--- src/rtl/msi_cap_pkg.sv ---
package msi_cap_pkg;
  localparam int unsigned RA_W = 12;
  localparam int unsigned DW = 32;
  localparam logic [RA_W-1:0] LO_BASE = 12'hC00;
  localparam int unsigned GRP_STRIDE = 16;
  localparam int unsigned PEND_OFS = 4;
  localparam int unsigned MASK_OFS = 8;
  localparam logic [RA_W-1:0] HI_BASE = 12'hC80;
  localparam int unsigned HI_STRIDE = 4;
  localparam logic [RA_W-1:0] GRP_ON_ADDR = 12'h190;
  localparam logic [RA_W-1:0] TOP_EN_ADDR = 12'h180;
  localparam logic [RA_W-1:0] TOP_ST_ADDR = 12'h184;
  localparam int unsigned SUM_LSB = 8;
  localparam int unsigned LEG_LSB = 24;

  typedef struct packed {
    logic            we;
    logic [RA_W-1:0] addr;
    logic [DW-1:0]   wdata;
  } cfg_wr_t;

  function automatic logic [RA_W-1:0] lo_addr(input int idx);
    return LO_BASE + RA_W'(idx * GRP_STRIDE);
  endfunction
  function automatic logic [RA_W-1:0] pend_addr(input int idx);
    return lo_addr(idx) + RA_W'(PEND_OFS);
  endfunction
  function automatic logic [RA_W-1:0] mask_addr(input int idx);
    return lo_addr(idx) + RA_W'(MASK_OFS);
  endfunction
  function automatic logic [RA_W-1:0] hi_addr(input int idx);
    return HI_BASE + RA_W'(idx * HI_STRIDE);
  endfunction
endpackage

--- src/rtl/msi_group_unit.sv ---
module msi_group_unit
  import msi_cap_pkg::*;
#(
  parameter int IDX  = 0,
  parameter int VECS = 32
) (
  input  logic              clk,
  input  logic              rst_n,
  input  cfg_wr_t           wr,
  input  logic              grp_on,
  input  logic              msg_fire,
  input  logic [2*DW-1:0]   msg_addr,
  input  logic [DW-1:0]     msg_data,
  output logic [DW-1:0]     lo_q,
  output logic [DW-1:0]     hi_q,
  output logic [VECS-1:0]   pend_q,
  output logic [VECS-1:0]   mask_q,
  output logic              summary
);
  localparam int IW = $clog2(VECS);
  localparam logic [RA_W-1:0] A_LO = lo_addr(IDX);
  localparam logic [RA_W-1:0] A_HI = hi_addr(IDX);
  localparam logic [RA_W-1:0] A_PD = pend_addr(IDX);
  localparam logic [RA_W-1:0] A_MK = mask_addr(IDX);

  logic            hit;
  logic [VECS-1:0] set_vec, clr_vec;

  assign hit     = msg_fire && grp_on && (msg_addr == {hi_q, lo_q})
                   && (msg_data < DW'(VECS));
  assign set_vec = hit ? (VECS'(1) << msg_data[IW-1:0]) : '0;
  assign clr_vec = (wr.we && wr.addr == A_PD) ? wr.wdata[VECS-1:0] : '0;
  assign summary = |(pend_q & mask_q);

  always_ff @(posedge clk or negedge rst_n) begin
    if (!rst_n) begin
      lo_q   <= '0;
      hi_q   <= '0;
      mask_q <= '0;
      pend_q <= '0;
    end else begin
      if (wr.we && wr.addr == A_LO) lo_q <= wr.wdata;
      if (wr.we && wr.addr == A_HI) hi_q <= wr.wdata;
      if (wr.we && wr.addr == A_MK) mask_q <= wr.wdata[VECS-1:0];
      pend_q <= (pend_q & ~clr_vec) | set_vec;
    end
  end
endmodule

--- src/rtl/msi_top_regs.sv ---
module msi_top_regs
  import msi_cap_pkg::*;
#(
  parameter int NGRP = 8,
  parameter int NLEG = 4
) (
  input  logic            clk,
  input  logic            rst_n,
  input  cfg_wr_t         wr,
  input  logic [NGRP-1:0] summ,
  input  logic [NLEG-1:0] leg,
  output logic [NGRP-1:0] grp_on,
  output logic [NGRP-1:0] sum_en,
  output logic [NLEG-1:0] leg_en,
  output logic [NGRP-1:0] sum_st,
  output logic [NLEG-1:0] leg_st,
  output logic            irq
);
  logic st_wr;
  logic [NGRP-1:0] sum_clr;
  logic [NLEG-1:0] leg_clr;

  assign st_wr   = wr.we && wr.addr == TOP_ST_ADDR;
  assign sum_clr = st_wr ? wr.wdata[SUM_LSB +: NGRP] : '0;
  assign leg_clr = st_wr ? wr.wdata[LEG_LSB +: NLEG] : '0;

  always_ff @(posedge clk or negedge rst_n) begin
    if (!rst_n) begin
      grp_on <= '0;
      sum_en <= '0;
      leg_en <= '0;
      sum_st <= '0;
      leg_st <= '0;
      irq    <= 1'b0;
    end else begin
      if (wr.we && wr.addr == GRP_ON_ADDR) grp_on <= wr.wdata[NGRP-1:0];
      if (wr.we && wr.addr == TOP_EN_ADDR) begin
        sum_en <= wr.wdata[SUM_LSB +: NGRP];
        leg_en <= wr.wdata[LEG_LSB +: NLEG];
      end
      sum_st <= (sum_st & ~sum_clr) | summ;
      leg_st <= (leg_st & ~leg_clr) | leg;
      irq    <= (|(sum_st & sum_en)) | (|(leg_st & leg_en));
    end
  end
endmodule

--- src/rtl/msi_capture_ctrl.sv ---
module msi_capture_ctrl
  import msi_cap_pkg::*;
#(
  parameter int NUM_SETS    = 8,
  parameter int VEC_PER_SET = 32,
  parameter int NUM_LEG     = 4
) (
  input  logic              clk,
  input  logic              rst_n,
  input  logic              cfg_wr,
  input  logic              cfg_rd,
  input  logic [RA_W-1:0]   cfg_addr,
  input  logic [DW-1:0]     cfg_wdata,
  output logic [DW-1:0]     cfg_rdata,
  input  logic              msg_valid,
  output logic              msg_ready,
  input  logic [2*DW-1:0]   msg_addr,
  input  logic [DW-1:0]     msg_data,
  input  logic [NUM_LEG-1:0] intx_in,
  output logic              irq_out
);
  cfg_wr_t wr;
  logic    msg_fire;
  logic [NUM_SETS-1:0][DW-1:0]          lo_all, hi_all;
  logic [NUM_SETS-1:0][VEC_PER_SET-1:0] pend_all, mask_all;
  logic [NUM_SETS-1:0] summ, grp_on, sum_en, sum_st;
  logic [NUM_LEG-1:0]  leg_en, leg_st;
  logic [DW-1:0]       rd_mux;

  assign wr        = '{we: cfg_wr, addr: cfg_addr, wdata: cfg_wdata};
  assign msg_ready = 1'b1;
  assign msg_fire  = msg_valid && msg_ready;

  for (genvar g = 0; g < NUM_SETS; g++) begin : g_grp
    msi_group_unit #(.IDX(g), .VECS(VEC_PER_SET)) u_grp (
      .clk, .rst_n, .wr, .grp_on(grp_on[g]), .msg_fire, .msg_addr, .msg_data,
      .lo_q(lo_all[g]), .hi_q(hi_all[g]), .pend_q(pend_all[g]),
      .mask_q(mask_all[g]), .summary(summ[g])
    );
  end

  msi_top_regs #(.NGRP(NUM_SETS), .NLEG(NUM_LEG)) u_top (
    .clk, .rst_n, .wr, .summ, .leg(intx_in), .grp_on, .sum_en, .leg_en,
    .sum_st, .leg_st, .irq(irq_out)
  );

  always_comb begin
    rd_mux = '0;
    if (cfg_addr == GRP_ON_ADDR) rd_mux[NUM_SETS-1:0] = grp_on;
    if (cfg_addr == TOP_EN_ADDR) begin
      rd_mux[SUM_LSB +: NUM_SETS] = sum_en;
      rd_mux[LEG_LSB +: NUM_LEG]  = leg_en;
    end
    if (cfg_addr == TOP_ST_ADDR) begin
      rd_mux[SUM_LSB +: NUM_SETS] = sum_st;
      rd_mux[LEG_LSB +: NUM_LEG]  = leg_st;
    end
    for (int s = 0; s < NUM_SETS; s++) begin
      if (cfg_addr == lo_addr(s))   rd_mux = lo_all[s];
      if (cfg_addr == hi_addr(s))   rd_mux = hi_all[s];
      if (cfg_addr == pend_addr(s)) rd_mux[VEC_PER_SET-1:0] = pend_all[s];
      if (cfg_addr == mask_addr(s)) rd_mux[VEC_PER_SET-1:0] = mask_all[s];
    end
  end

  always_ff @(posedge clk or negedge rst_n) begin
    if (!rst_n)      cfg_rdata <= '0;
    else if (cfg_rd) cfg_rdata <= rd_mux;
  end
endmodule

--- config.mk ---
export PLATFORM = sky130hd
export DESIGN_NAME = msi_capture_ctrl
export DESIGN_NICKNAME = d
export VERILOG_FILES = /design/src/rtl/msi_cap_pkg.sv /design/src/rtl/msi_group_unit.sv /design/src/rtl/msi_top_regs.sv /design/src/rtl/msi_capture_ctrl.sv
export SDC_FILE = /design/constraint.sdc
export NUM_CORES = 2
export LEC_CHECK = 0
export ABC_AREA = 1
export BUFFER_PORTS_ARGS = -buffer_cell sky130_fd_sc_hd__buf_4
export CAP_MARGIN = 20
export CORE_UTILIZATION = 55
export DETAILED_ROUTE_END_ITERATION = 10
export PLACE_DENSITY = 0.81
export SLEW_MARGIN = 20
export SYNTH_ARGS = -nofsm -noshare
export SYNTH_HDL_FRONTEND = slang
export SYNTH_SLANG_ARGS = --single-unit
--- constraint.sdc ---
create_clock -name clk -period 2.4 [get_ports clk]
set_input_delay 0.12 -clock clk [delete_from_list [all_inputs] [get_ports clk]]
set_output_delay 0.12 -clock clk [all_outputs]
set_load 0.02 [all_outputs]
* Yosys cells after proc, flatten, opt, wreduce, memory -nomap -nowiden
Index checks and enable logic that the tools add are counted.
Storage, ports and cells: flip-flop bits (word level) 1089, input bits 149, output and inout port bits 34, logic and storage cells 249
Operators by class: $lt $le $gt $ge 1, equal/unequal tests 43, shift operators 1, mux-type cells 55, bitwise gates (word level) 41, reduce and logical (&&, ||, !) cells 69
Operators by type and width (number):
- 32-bit two-way mux | 48
- 32-bit AND | 16
- 64-bit == test | 8
- 12-bit == test, second input constant | 32
- 32-bit NOT | 8
- 32-bit bitwise OR | 8
- 32-bit OR reduction | 8
- 1-bit logical AND | 59
- 12-bit by 9-bit == test with 1-bit output, second input constant | 3
- 32-bit by 6-bit < comparator with 1-bit output, second input constant | 1
- 8-bit two-way mux | 4
- 1-bit by 5-bit left shift with 32-bit output, first input constant | 1
- 8-bit AND | 2
- 4-bit two-way mux | 3
- 4-bit AND | 2
- 8-bit NOT | 1
- 8-bit bitwise OR | 1
- 8-bit OR reduction | 1
- 4-bit NOT | 1
- 4-bit bitwise OR | 1
- 4-bit OR reduction | 1
- 1-bit bitwise OR | 1

* Longest topological paths before layout
word-level depth 35, depth in mapped cells 27, mapped depth without buffers 26

* Cells and area by module
Synthesis repeated with hierarchy kept, for this count alone.
Unflattened totals: cell total of the unflattened synthesis 9571, area total of the unflattened synthesis 64767.1 um2
By module, submodules not included:
- msi_capture_ctrl | instances 1, cells an instance 2120, area an instance 9584.2 um2, seq. area each 800.8 um2
- msi_group_unit at g_grp[0].u_grp | instances 1, cells an instance 935, area an instance 6974.2 um2, seq. area each 3203.1 um2
- msi_group_unit at g_grp[4].u_grp | instances 1, cells an instance 906, area an instance 6802.8 um2, seq. area each 3203.1 um2
- msi_group_unit at g_grp[5].u_grp | instances 1, cells an instance 903, area an instance 6717.7 um2, seq. area each 3203.1 um2
- msi_group_unit at g_grp[1].u_grp | instances 1, cells an instance 908, area an instance 6680.2 um2, seq. area each 3203.1 um2
- msi_group_unit at g_grp[7].u_grp | instances 1, cells an instance 901, area an instance 6630.1 um2, seq. area each 3203.1 um2
- msi_group_unit at g_grp[6].u_grp | instances 1, cells an instance 901, area an instance 6626.4 um2, seq. area each 3203.1 um2
- msi_group_unit at g_grp[2].u_grp | instances 1, cells an instance 903, area an instance 6602.6 um2, seq. area each 3203.1 um2
- msi_group_unit at g_grp[3].u_grp | instances 1, cells an instance 904, area an instance 6586.3 um2, seq. area each 3203.1 um2
- msi_top_regs | instances 1, cells an instance 190, area an instance 1562.7 um2, seq. area each 825.8 um2

* Worst setup path before layout
No wires, ideal clock.
path type input -> register, from input cfg_addr[8], to register cfg_rdata[14], arrival time 2.125 ns, required time 2.283 ns, slack 0.158 ns, stages on the path 18, path buffers 1, cells stage by stage nor2_1 > nand3_1 > buf_2 > nor3_1 > nand2_1 > nor2_1 > inv_1 > or2_2 > nand2_1 > nand4_1 > nor2_1 > nand4_1 > nor2_1 > nand4_1 > nor2_1 > nand3_1 > nand2_1 > nand2_1
On the way: cells in the longest elaborated chain, start to end 35, elaborated cells between the ends (all ways) 68, classes of those cells 34 x eq/ne; 34 x mux
Ends and longest elaborated chain:
- start, declared | line msi_capture_ctrl.sv:12 | input logic [RA_W-1:0] cfg_addr,
- 12-bit by 9-bit == test with 1-bit output | line msi_capture_ctrl.sv:50 | if (cfg_addr == TOP_EN_ADDR) begin
- 8-bit two-way mux | line msi_capture_ctrl.sv:50
- 8-bit two-way mux | line msi_capture_ctrl.sv:54 | if (cfg_addr == TOP_ST_ADDR) begin
- 32-bit two-way mux | line msi_capture_ctrl.sv:59 | if (cfg_addr == lo_addr(s)) rd_mux = lo_all[s];
- 32-bit two-way mux | line msi_capture_ctrl.sv:60 | if (cfg_addr == hi_addr(s)) rd_mux = hi_all[s];
- 32-bit two-way mux | line msi_capture_ctrl.sv:61 | if (cfg_addr == pend_addr(s)) rd_mux[VEC_PER_SET-1:0] = pend_all[s];
- 32-bit two-way mux | line msi_capture_ctrl.sv:62 | if (cfg_addr == mask_addr(s)) rd_mux[VEC_PER_SET-1:0] = mask_all[s];
- 32-bit two-way mux | line msi_capture_ctrl.sv:59
- [... 19 more ...]
- 32-bit two-way mux | line msi_capture_ctrl.sv:59
- 32-bit two-way mux | line msi_capture_ctrl.sv:60
- 32-bit two-way mux | line msi_capture_ctrl.sv:61
- 32-bit two-way mux | line msi_capture_ctrl.sv:62
- 32-bit two-way mux | line msi_capture_ctrl.sv:59
- 32-bit two-way mux | line msi_capture_ctrl.sv:60
- 32-bit two-way mux | line msi_capture_ctrl.sv:61
- 32-bit two-way mux * | line msi_capture_ctrl.sv:62
- end signal, assigned | line msi_capture_ctrl.sv:68 | else if (cfg_rd) cfg_rdata <= rd_mux;
- end, declared | line msi_capture_ctrl.sv:14 | output logic [DW-1:0] cfg_rdata,
Every way passes the cells marked *; elsewhere a longest branch is shown, timed or not. A chain may end at the register's enable or synchronous reset.

* Final worst setup path
from register g_grp[6].u_grp.hi_q[10], to register g_grp[6].u_grp.pend_q[14]
On the way: cells in the longest elaborated chain, start to end 5
Ends and longest elaborated chain:
- start, declared | line msi_group_unit.sv:15 | output logic [DW-1:0] hi_q,
- start signal, assigned | line msi_group_unit.sv:43 | if (wr.we && wr.addr == A_HI) hi_q <= wr.wdata;
- 64-bit == test | line msi_group_unit.sv:29 | assign hit = msg_fire && grp_on && (msg_addr == {hi_q, lo_q})
- 1-bit logical AND | line msi_group_unit.sv:29
- 1-bit logical AND | line msi_group_unit.sv:30 | && (msg_data < DW'(VECS));
- 32-bit two-way mux | line msi_group_unit.sv:31 | assign set_vec = hit ? (VECS'(1) << msg_data[IW-1:0]) : '0;
- 32-bit bitwise OR | line msi_group_unit.sv:45 | pend_q <= (pend_q & ~clr_vec) | set_vec;
- end signal, assigned | line msi_group_unit.sv:45
- end, declared | line msi_group_unit.sv:16 | output logic [VECS-1:0] pend_q,
No other way between the ends.

==> impl_metrics.tcl <==
set metrics [dict create \
    power_leakage_nw 31.86 \
    timing.critical_path.max_delay_family "buffers and inverters" \
    core_area_um2 99860 \
    syn-mean-instance-area_um2 7.720 \
    finalHoldViolCount 0 \
    end_kind "flip-flop" \
    num-nets-final 8117 \
    cts_tree "done" \
    mappedNetlistNets 7319 \
    globalRoute.totalOverflow 0 \
    syn-instance-count 7170 \
    power_per_cell_area_nw_per_um2 573.6 \
    cts-root-buf "clkbuf_16" \
    grt_util_all_layers 0.5373 \
    die_width_um 319.3 \
    critical_path_class "flip-flop to flip-flop" \
    cts-root-to-sink-buffers 3 \
    number_of_flops_mapped_to_enable_cells_by_yosys 0 \
    ys_seq_elements 1089 \
    timing.critical_path.mode_cell "buf_4" \
    timing_worst_slew_pin_value_ps 1031 \
    timing.slew.headroom 0.3086 \
    multi_input_comb_area_um2 26350 \
    worst_path_max_delay_cell "or4_4" \
    fp.dieArea_um2 101900 \
    min_path_type "input pin to flip-flop" \
    drt-total-wl_um 279500 \
    placementRows 116 \
    dp_worst_setup_slack_ps -950.1 \
    worstPathBufferInverterCount 6 \
    min_period_ps 2896 \
    finalSetupViolCount 235 \
    yosys.area_share.simple 0.2398 \
    power_mw 41.05 \
    drt_pre_antenna_iters 7 \
    cts_inserted_buffers 116 \
    grt_antenna_before_repair 9 \
    maxSlewViolCount 0 \
    synth_compound_area_frac 0.1698 \
    post_synthesis_cell_area_um2 55360 \
    vias_per_cell 6.462 \
    yosys-top-cells-count "nand2_1, o21ai_0, dfrtp_1, nor2_1, inv_1" \
    areaGrowthSynthToFinish_pct 29.28 \
    post-synth-top-area-cell "dfrtp_1" \
    clkTransAtPathRegs_ps 60 \
    regArea_um2 27270 \
    fin_ws_ps -496.1 \
    yosys.area_share.xor_xnor 0.03402 \
    fmaxAchievable_mhz 345.3 \
    worst_skew_pair.late_latency_ps 760 \
    cts_htree_levels 3 \
    synth_most_common_cell "nand2_1" \
    grt_max_degree 94 \
    sequential_to_total_area_share_from_yosys_stat 0.4923 \
    synth_top_family_by_area "simple AND/OR/NAND/NOR gates" \
    postSynth.asyncResetShare 1.000 \
    fin_worst_hold_slack_ps 11.90 \
    outcome "finished with violations" \
    gp_congestion 1.081 \
    cp.required_ps 3070 \
    ys_warn_count 0 \
    final_antenna_net_count 0 \
    postSynth.topFlopCell "dfrtp_1" \
    max-cap-violations 0 \
    muxShareOfSynthArea 0 \
    dr.first_iter.drc_count 10170 \
    timing.critical_path.arrival_ps 3570 \
    post_dr_wirelength_cell_um 29.83 \
    synthDominantCellAreaShare 0.4923 \
    place_hpwl_um 203500 \
    vdd.ir_drop.worst_mv 0.7030 \
    detailroute.via_count 60530 \
    first_pass_grt_wire_length_um 392100 \
    clkSinkCount 1089 \
    fillCellCount 7894 \
    first_global_vias 56130 \
    timing.final.crit_share 1.207 \
    worst-path-max-fanout 9 \
    io_buffers 181 \
    violations "negative setup slack" \
    cells_traversed_along_the_worst_timing_path "inv_2 -> nand2_2 -> a221oi_2 -> buf_4 -> o2111ai_2 -> buf_4 -> or4_4 -> nor4_4 -> buf_4 -> nand4_1 -> buf_6 -> buf_12 -> o21ai_2" \
    startpoint_class "flip-flop" \
    synth.distinct_cells 46 \
    synth.area.top_cells "dfrtp_1, nand2_1, o21ai_0, nor2_1, nand4_1" \
    fp.dieH_um 319.3 \
    rsz0062_at_grt "true" \
    synth_fa_ha_area_frac 0 \
    worst_path_largest_cell_delay_ps 530 \
    final.setup_skew_ps 45.93 \
    drc_errors 0 \
    floorplan.io_pins 183 \
    initial_utilization 0.5544 \
    fraction_of_final_layout_cells_sized_beyond_drive_strength_1 0.2257 \
]
## repair_timing
item / 4_1_cts / 5_1_grt
resized for setup: 426 / 331
hold endpoints to repair: 881 / 0
hold buffers: 30 / 0
setup endpoints to repair: 225 / 282
pin swaps: 22 / 45
gates cloned: 14 / 10
setup buffers: 25 / 11
## cell type report
cell class	instances	share of cell area
clock buffers	159	0.04675
flip-flops and latches	1089	0.3811
repair buffers	1139	0.1460
multi-input cells	5150	0.3682
clock inverters	55	0.01026
inverters	472	0.02483
well taps	1298	0.02269
diodes	5	0.0001748
## worst min-delay path, stage by stage
cell	delay, ps
buf_4	80
inv_1	30
buf_4	260
o21ai_0	230
## flip-flops by register name, indices dropped and copies added (netlist names)
name / cells
g_grp.u_grp.hi_q: 256
g_grp.u_grp.pend_q: 256
u_top.irq: 1
u_top.leg_en: 4
u_top.sum_en: 8
u_top.grp_on: 8
u_top.sum_st: 8
g_grp.u_grp.mask_q: 256
u_top.leg_st: 4
cfg_rdata: 32
g_grp.u_grp.lo_q: 256
## cell families (layout without fill, tap and decap cells)
kind of cell,count (synthesis),in the layout
simple gates,3190,3190
compound gates,1744,1744
flops,1089,1089
buf+inv,931,1825
xor+xnor,215,215
other cells,1,6
## metrics by stage
stage,utilization,instance area [um^2],std cells,TNS [ps]
detailed placement,0.6463,64540,9061,-150960
CTS,0.7059,70490,9344,-21750
floorplan,-,55360,7170,0
global route,0.7166,71560,9364,-47590
global placement,0.6463,64540,9061,-126590
finish,0.7167,71570,9367,-35960
## path summary, 6_finish.rpt
path	startpoint	slack, ps	endpoint	cells after the start
worst max-delay path	g_grp[6].u_grp.hi_q[10]$_DFFE_PN0P_	-500	g_grp[6].u_grp.pend_q[14]$_DFF_PN0_	13
worst min-delay path	cfg_wdata[22]	10	g_grp[1].u_grp.hi_q[22]$_DFFE_PN0P_	4
worst max register to register	g_grp[6].u_grp.hi_q[10]$_DFFE_PN0P_	-500	g_grp[6].u_grp.pend_q[14]$_DFF_PN0_	13
worst min register to register	cfg_rdata[25]$_DFFE_PN0P_	480	cfg_rdata[25]$_DFFE_PN0P_	2
max in group asynchronous	rst_n	1610	g_grp[6].u_grp.lo_q[23]$_DFFE_PN0P_	4
min in group asynchronous	rst_n	150	g_grp[4].u_grp.hi_q[5]$_DFFE_PN0P_	3
## cells in the final DEF (no fill, tap or decap), drive strengths merged, types with 2 or more instances in the layout
cell type / netlist / routed
a2111oi: 6 / 6
a211o: 4 / 4
a211oi: 18 / 18
a21oi: 46 / 46
a221oi: 55 / 55
a22o: 32 / 32
and2: 2 / 2
buf: 22 / 1103
bufinv: 0 / 14
clkbuf: 437 / 166
clkinv: 7 / 41
clkinvlp: 0 / 3
dfrtp: 1089 / 1089
diode: 0 / 5
dlygate4sd3: 0 / 29
inv: 465 / 469
nand2: 2051 / 2051
nand3: 150 / 150
nand3b: 4 / 4
nand4: 288 / 288
nor2: 567 / 567
nor3: 57 / 57
nor4: 41 / 41
nor4b: 4 / 4
o2111ai: 35 / 35
o211ai: 7 / 7
o21ai: 1468 / 1468
o221ai: 5 / 5
o22ai: 65 / 65
or2: 13 / 13
or4: 11 / 11
xnor2: 141 / 141
xor2: 74 / 74
## layer usage
layer / up-vias / share of wire / track usage / routed length [um]
met1: 28700 / 0.36 / 0.7130 / 100000
met4: 14 / 0.086 / 0.3724 / 24160
met2: 5184 / 0.39 / 0.7228 / 108700
met3: 1122 / 0.17 / 0.2003 / 46280
met5: - / 0.00091 / 0 / 254
li1: 25510 / - / - / -
## report_power, final
group,switching [mW],internal [mW]
sequential,0.0618,18.4
combinational,2.20,0.906
clock,8.20,11.3
total,10.5,30.6
No activity file was read; power rests on OpenSTA's default activity.
